--- src/rtl/msiPteDecPkg.sv ---
package msiPteDecPkg;

  typedef enum logic [2:0] {
    ACT_FAULT_INVALID = 3'd0,
    ACT_FAULT_CONFIG  = 3'd1,
    ACT_CUSTOM        = 3'd2,
    ACT_TRANSLATE     = 3'd3,
    ACT_IFILE         = 3'd4
  } action_e;

  typedef enum logic [1:0] {
    MODE_RSVD0  = 2'd0,
    MODE_IFILE  = 2'd1,
    MODE_RSVD2  = 2'd2,
    MODE_XLATE  = 2'd3
  } mode_e;

  // Strobes from control to datapath.
  typedef struct packed {
    logic capture;
    logic takeXlat;
    logic takeIfile;
  } strobe_t;

  localparam int unsigned RAW_ADDR_W = 56;
  localparam int unsigned NPPN_W     = 44;
  localparam int unsigned NID_W      = 11;

  // Bits that must be zero in each mode.
  localparam logic [63:0] XLAT_LO_RSVD  = 64'h7FC0_0000_0000_03F8;
  localparam logic [63:0] IFILE_LO_RSVD = 64'h7FC0_0000_0000_0078;
  localparam logic [63:0] IFILE_HI_RSVD = 64'hEFC0_0000_0000_0000;

endpackage

--- src/rtl/msiPteCtrl.sv ---
module msiPteCtrl
  import msiPteDecPkg::*;
(
  input  logic        clk,
  input  logic        rstN,
  input  logic        entryValid,
  input  logic [63:0] entryLo,
  input  logic [63:0] entryHi,
  input  logic        ifModeEn,
  output strobe_t     strobes,
  output logic        outValid,
  output action_e     action
);

  action_e cls;
  mode_e   mode;
  logic    xlatRsvdHit;
  logic    ifRsvdHit;

  assign mode        = mode_e'(entryLo[2:1]);
  assign xlatRsvdHit = |(entryLo & XLAT_LO_RSVD);
  assign ifRsvdHit   = (|(entryLo & IFILE_LO_RSVD)) | (|(entryHi & IFILE_HI_RSVD));

  // Priority: valid, then custom, then mode and reserved checks.
  always_comb begin
    cls = ACT_FAULT_CONFIG;
    if (!entryLo[0]) begin
      cls = ACT_FAULT_INVALID;
    end else if (entryLo[63]) begin
      cls = ACT_CUSTOM;
    end else begin
      unique case (mode)
        MODE_XLATE: cls = xlatRsvdHit ? ACT_FAULT_CONFIG : ACT_TRANSLATE;
        MODE_IFILE: cls = (ifModeEn && !ifRsvdHit) ? ACT_IFILE : ACT_FAULT_CONFIG;
        default:    cls = ACT_FAULT_CONFIG;
      endcase
    end
  end

  always_comb begin
    strobes.capture   = entryValid;
    strobes.takeXlat  = (cls == ACT_TRANSLATE);
    strobes.takeIfile = (cls == ACT_IFILE);
  end

  always_ff @(posedge clk) begin
    if (!rstN) begin
      outValid <= 1'b0;
      action   <= ACT_FAULT_INVALID;
    end else begin
      outValid <= entryValid;
      if (entryValid) begin
        action <= cls;
      end
    end
  end

endmodule

--- src/rtl/msiPteData.sv ---
module msiPteData
  import msiPteDecPkg::*;
#(
  parameter int unsigned PA_W   = 56,
  parameter int unsigned ADDR_W = 64
) (
  input  logic                clk,
  input  logic                rstN,
  input  strobe_t             strobes,
  input  logic [63:0]         entryLo,
  input  logic [63:0]         entryHi,
  input  logic [ADDR_W-1:0]   accessAddr,
  output logic [PA_W-1:0]     physAddr,
  output logic [PA_W-1:0]     ifAddr,
  output logic [NPPN_W-1:0]   noticePpn,
  output logic [NID_W-1:0]    noticeId
);

  localparam int unsigned WIDE_W = (PA_W > RAW_ADDR_W) ? PA_W : RAW_ADDR_W;

  logic [RAW_ADDR_W-1:0] xlatRaw;
  logic [RAW_ADDR_W-1:0] ifRaw;
  logic [WIDE_W-1:0]     xlatWide;
  logic [WIDE_W-1:0]     ifWide;
  logic [PA_W-1:0]       xlatFit;
  logic [PA_W-1:0]       ifFit;
  logic [NPPN_W-1:0]     nPpnNext;
  logic [NID_W-1:0]      nIdNext;

  assign xlatRaw  = {entryLo[53:10], accessAddr[11:0]};
  assign ifRaw    = {entryLo[53:7], 9'd0};
  assign nPpnNext = entryHi[53:10];
  assign nIdNext  = {entryHi[60], entryHi[9:0]};

  // Zero-extend or clip to the physical width.
  always_comb begin
    xlatWide = '0;
    ifWide   = '0;
    xlatWide[RAW_ADDR_W-1:0] = xlatRaw;
    ifWide[RAW_ADDR_W-1:0]   = ifRaw;
    xlatFit = xlatWide[PA_W-1:0];
    ifFit   = ifWide[PA_W-1:0];
  end

  logic unusedBits;
  assign unusedBits = ^{accessAddr, entryLo, entryHi, xlatWide, ifWide};

  always_ff @(posedge clk) begin
    if (!rstN) begin
      physAddr  <= '0;
      ifAddr    <= '0;
      noticePpn <= '0;
      noticeId  <= '0;
    end else if (strobes.capture) begin
      physAddr  <= strobes.takeXlat  ? xlatFit  : '0;
      ifAddr    <= strobes.takeIfile ? ifFit    : '0;
      noticePpn <= strobes.takeIfile ? nPpnNext : '0;
      noticeId  <= strobes.takeIfile ? nIdNext  : '0;
    end
  end

endmodule

--- src/rtl/msiPteDecoder.sv ---
module msiPteDecoder
  import msiPteDecPkg::*;
#(
  parameter int unsigned PA_W   = 56,
  parameter int unsigned ADDR_W = 64
) (
  input  logic              clk,
  input  logic              rstN,
  input  logic              entryValid,
  input  logic [63:0]       entryLo,
  input  logic [63:0]       entryHi,
  input  logic [ADDR_W-1:0] accessAddr,
  input  logic              ifModeEn,
  output logic              outValid,
  output logic [2:0]        action,
  output logic [PA_W-1:0]   physAddr,
  output logic [PA_W-1:0]   ifAddr,
  output logic [43:0]       noticePpn,
  output logic [10:0]       noticeId
);

  strobe_t strobes;
  action_e actionQ;

  msiPteCtrl uCtrl (
    .clk        (clk),
    .rstN       (rstN),
    .entryValid (entryValid),
    .entryLo    (entryLo),
    .entryHi    (entryHi),
    .ifModeEn   (ifModeEn),
    .strobes    (strobes),
    .outValid   (outValid),
    .action     (actionQ)
  );

  msiPteData #(.PA_W(PA_W), .ADDR_W(ADDR_W)) uData (
    .clk        (clk),
    .rstN       (rstN),
    .strobes    (strobes),
    .entryLo    (entryLo),
    .entryHi    (entryHi),
    .accessAddr (accessAddr),
    .physAddr   (physAddr),
    .ifAddr     (ifAddr),
    .noticePpn  (noticePpn),
    .noticeId   (noticeId)
  );

  assign action = actionQ;

  // translated address only accompanies a translate result
  p_phys_zero_r11: assert property (@(posedge clk) disable iff (!rstN)
    (actionQ != ACT_TRANSLATE) |-> (physAddr == '0));

  // interrupt-file fields only accompany an interrupt-file result
  p_ifile_zero_r11: assert property (@(posedge clk) disable iff (!rstN)
    (actionQ != ACT_IFILE) |-> (ifAddr == '0 && noticePpn == '0 && noticeId == '0));

  // page offset passes through unchanged
  p_offset_kept_r5: assert property (@(posedge clk) disable iff (!rstN)
    (outValid && actionQ == ACT_TRANSLATE) |-> (physAddr[11:0] == $past(accessAddr[11:0])));

  // interrupt-file base is 512-byte aligned
  p_if_align_r7: assert property (@(posedge clk) disable iff (!rstN)
    ifAddr[8:0] == 9'd0);

  // cleared valid bit always yields the invalid fault
  p_invalid_r2: assert property (@(posedge clk) disable iff (!rstN)
    (outValid && !$past(entryLo[0])) |-> (actionQ == ACT_FAULT_INVALID));

  // custom flag on a valid entry always wins
  p_custom_r3: assert property (@(posedge clk) disable iff (!rstN)
    (outValid && $past(entryLo[0] && entryLo[63])) |-> (actionQ == ACT_CUSTOM));

  // interrupt-file result requires the strap
  p_strap_r10: assert property (@(posedge clk) disable iff (!rstN)
    (outValid && actionQ == ACT_IFILE) |-> $past(ifModeEn));

endmodule

--- config.mk ---
export PLATFORM = sky130hd
export DESIGN_NAME = msiPteDecoder
export DESIGN_NICKNAME = d
export VERILOG_FILES = /design/src/rtl/msiPteDecPkg.sv /design/src/rtl/msiPteCtrl.sv /design/src/rtl/msiPteData.sv /design/src/rtl/msiPteDecoder.sv
export SDC_FILE = /design/constraint.sdc
export NUM_CORES = 1
export LEC_CHECK = 0
export BUFFER_PORTS_ARGS = -buffer_cell sky130_fd_sc_hd__buf_2
export CORE_AREA = 8 8 137 139
export DETAILED_ROUTE_END_ITERATION = 10
export DIE_AREA = 0 0 145 147
export PLACE_DENSITY_LB_ADDON = 0.08
export SETUP_SLACK_MARGIN = 0.2
export SKIP_LAST_GASP = 1
export SYNTH_ARGS = -nofsm -noshare
export SYNTH_HDL_FRONTEND = slang
export SYNTH_HIERARCHICAL = 1
export SYNTH_SLANG_ARGS = --single-unit
--- constraint.sdc ---
create_clock -name clk -period 2.4 [get_ports clk]
set_input_delay 0.24 -clock clk [delete_from_list [all_inputs] [get_ports clk]]
set_output_delay 0.24 -clock clk [all_outputs]
set_load 0.02 [all_outputs]
==> impl_metrics.yaml <==
outcome:
  outcome: "complete, no violations"
grt:
  top_usage_layer: "met2"
  grt_max_degree: 98
  grt_pass1_wl_um: 31100
  gr-usage-met1_pct: 21.9
  overflow: 0
  met3_usage_pct: 7.66
  grt_pass1_vias: 5564
  grt_usage_pct: 17.9
  antenna_found_initial: 0
  met2_usage_pct: 28.4
routing:
  first_pass_iters: 5
  via_count: 5772
  vias_per_cell: 4.79
  route.antenna.remaining_nets: 0
  wire_per_inst_um: 16.5
  drt-total-wl_um: 19800
  first_iter_violations: 385
  drc_errors: 0
floorplan:
  die-area_mm2: 0.0213
  initial_utilization_pct: 37.7
  die_h_um: 147
  rows: 48
  boundaryPins: 367
  die_w_um: 145
  core_area_mm2: 0.0168
clock_tree:
  cts_tree: "yes"
  cts_buffers: 17
  path_clk_slew_ps: 60
  cts_setup_buffers: 0
  clock_sinks: 162
  cts_root_buf: "clkbuf_16"
  htreeDepth: 4
  clockBufferDepth: 2
  cts_resized: 0
  worstSkewPairLatency_ps: 410
  ctsHoldBuffers: 0
layout:
  fin_nets: 1162
  mostFrequentLayoutCells: "buf_2 (303), dfxtp_1 (162), nand3b_1 (158), nand2_1 (115), o21ai_1 (83)"
  fillers: 1659
  final_common_cell: "buf_2"
  drive_gt1_share_pct: 36.4
  syn_to_final_growth_pct: 34.2
  num_antenna_cells: 0
  design_area_mm2: 0.00848
worst_setup_path:
  worst_path_largest_cell_delay_ps: 570
  cp_slowest_cell: "or4_4"
  reg2reg_slack_ps: 1740
  cp-end-kind: "register"
  cp.arrival_ps: 2150
  crit_fanout: 41
  crit_path_start_kind: "primary input"
  path_class: "in -> reg"
  worstPathRequired_ps: 2730
  worstPathCellList: "buf_2, nor4b_2, nand4_1, or4_4, nor3b_2, nand2_2, buf_12, o21ai_0"
sta:
  fin_tns_setup_ps: 0
  max_slew.worst_pin.slew_ps: 673
  finClkSkew_ps: 0
  max_freq_ghz: 0.551
  hold_viol_final: 0
  slew-limit-headroom_pct: 54.8
  setup_viol: 0
  timing.final.crit_share_pct: 75.6
  hold_slack_ps: 50.7
  rsz0062_at_grt: "false"
  report.final.slew_viol_count: 0
  period_needed_ps: 1810
placed_design:
  gp_congestion: 0.789
  io_buffers: 305
  hpwlAfterDp_um: 14000
  dpl-instance-area_mm2: 0.00789
power_and_ir_drop:
  power_density_mw_per_mm2: 681
  pwr-share-comb_pct: 6.3
  clock_power_share_pct: 47.1
  swShare_pct: 23.2
  power_switching_w: 0.00134
  leakagePower_nw: 3.86
  vdd_drop_max_uv: 459
  pwr-share-seq_pct: 46.6
  internal-power_w: 0.00444
yosys:
  ys_warn_count: 6
  seq_area_frac_synth_pct: 51.3
  ys_ff_latch: 162
  ys_types: 26
  netlist_instances: 696
  syn-cell-area_mm2: 0.00632
  avgSynthCellArea_um2: 9.08
hold_path:
  min_path_type: "in -> reg"
job:
  maxCapViolCount: 0
[through the flow]
stage,util (%),worst slack [ps],cells,total power [W]
2_1_floorplan,-,545,704,0.00296
3_3_place_gp,47.1,188,1172,0.00312
3_5_place_dp,47.1,126,1172,0.00311
4_1_cts,50.6,590,1204,0.00586
5_1_grt,50.6,475,1204,0.00601
6_report,50.6,586,1204,0.00577
[worst paths after layout]
check                                                       from                          endpoint  cells past startpoint
worst max-delay path                                  entryLo[4]    uData/physAddr[5]$_SDFFE_PN0P_                      8
worst min-delay path                                 entryHi[23]  uData/noticePpn[13]$_SDFFE_PN0P_                      3
worst max register to register      uCtrl/action[2]$_SDFFE_PN0P_      uCtrl/action[2]$_SDFFE_PN0P_                      1
worst min register to register  uData/noticePpn[40]$_SDFFE_PN0P_  uData/noticePpn[40]$_SDFFE_PN0P_                      2
[registers in the layout, indices dropped and copies added (netlist names)]
signal           cells
uData/ifAddr        47
uData/noticeId      11
uCtrl/action         3
uData/physAddr      56
uCtrl/outValid       1
uData/noticePpn     44
[routing by layer]
layer	up-vias	share of wire [%]
met5	-	0
met4	0	0.93
met3	16	8.7
met2	200	46
met1	2634	44
li1	2922	-
[power groups by stage]
stage	clock network [W]	logic, W	registers (W)
floorplan	0	0.000206	0.00275
global placement	0	0.000366	0.00275
detailed placement	0	0.000363	0.00275
CTS	0.00280	0.000364	0.00269
global route	0.00293	0.000396	0.00269
finish	0.00272	0.000362	0.00269
[logic make-up after synthesis]
kind of cell,Yosys count,share of synthesized area (%)
and+or+nand+nor,296,28.1
AOI/OAI and AO/OA,161,13.0
other,1,0.0593
buffers and inverters,76,7.56
DFF,162,51.3
[layout make-up]
cell class	count	area, µm²	area share [%]
Clock inverter	13	150	1.77
Tap cell	225	282	3.32
Multi-Input combinational cell	466	2640	31.1
Inverter	2	7.51	0.0885
Timing Repair Buffer	317	1720	20.2
Sequential cell	162	3240	38.2
Clock buffer	19	443	5.22
[worst max-delay path, delay by kind of cell]
kind | cells | cell delay, ps
simple gates | 5 | 1400
compound gates | 1 | 190
buf+inv | 2 | 300
[cell usage after synthesis, drive strengths merged]
library cell / instances / area share [%]
nand4: 2 / 0.20
nand2: 117 / 6.9
o31ai: 1 / 0.12
nand3: 5 / 0.40
dfxtp: 162 / 51
nand2b: 2 / 0.20
o211ai: 1 / 0.20
buf: 60 / 6.6
or4: 1 / 0.18
a32o: 1 / 0.16
inv: 2 / 0.12
nand3b: 158 / 19
o21ai: 158 / 13
nor3: 2 / 0.16
nor4b: 2 / 0.38
nor2: 3 / 0.18
nor3b: 1 / 0.20
conb: 1 / 0.059
clkbuf: 14 / 0.83
nor4: 3 / 0.49
Note: power is estimated with default switching activity, not from simulation.
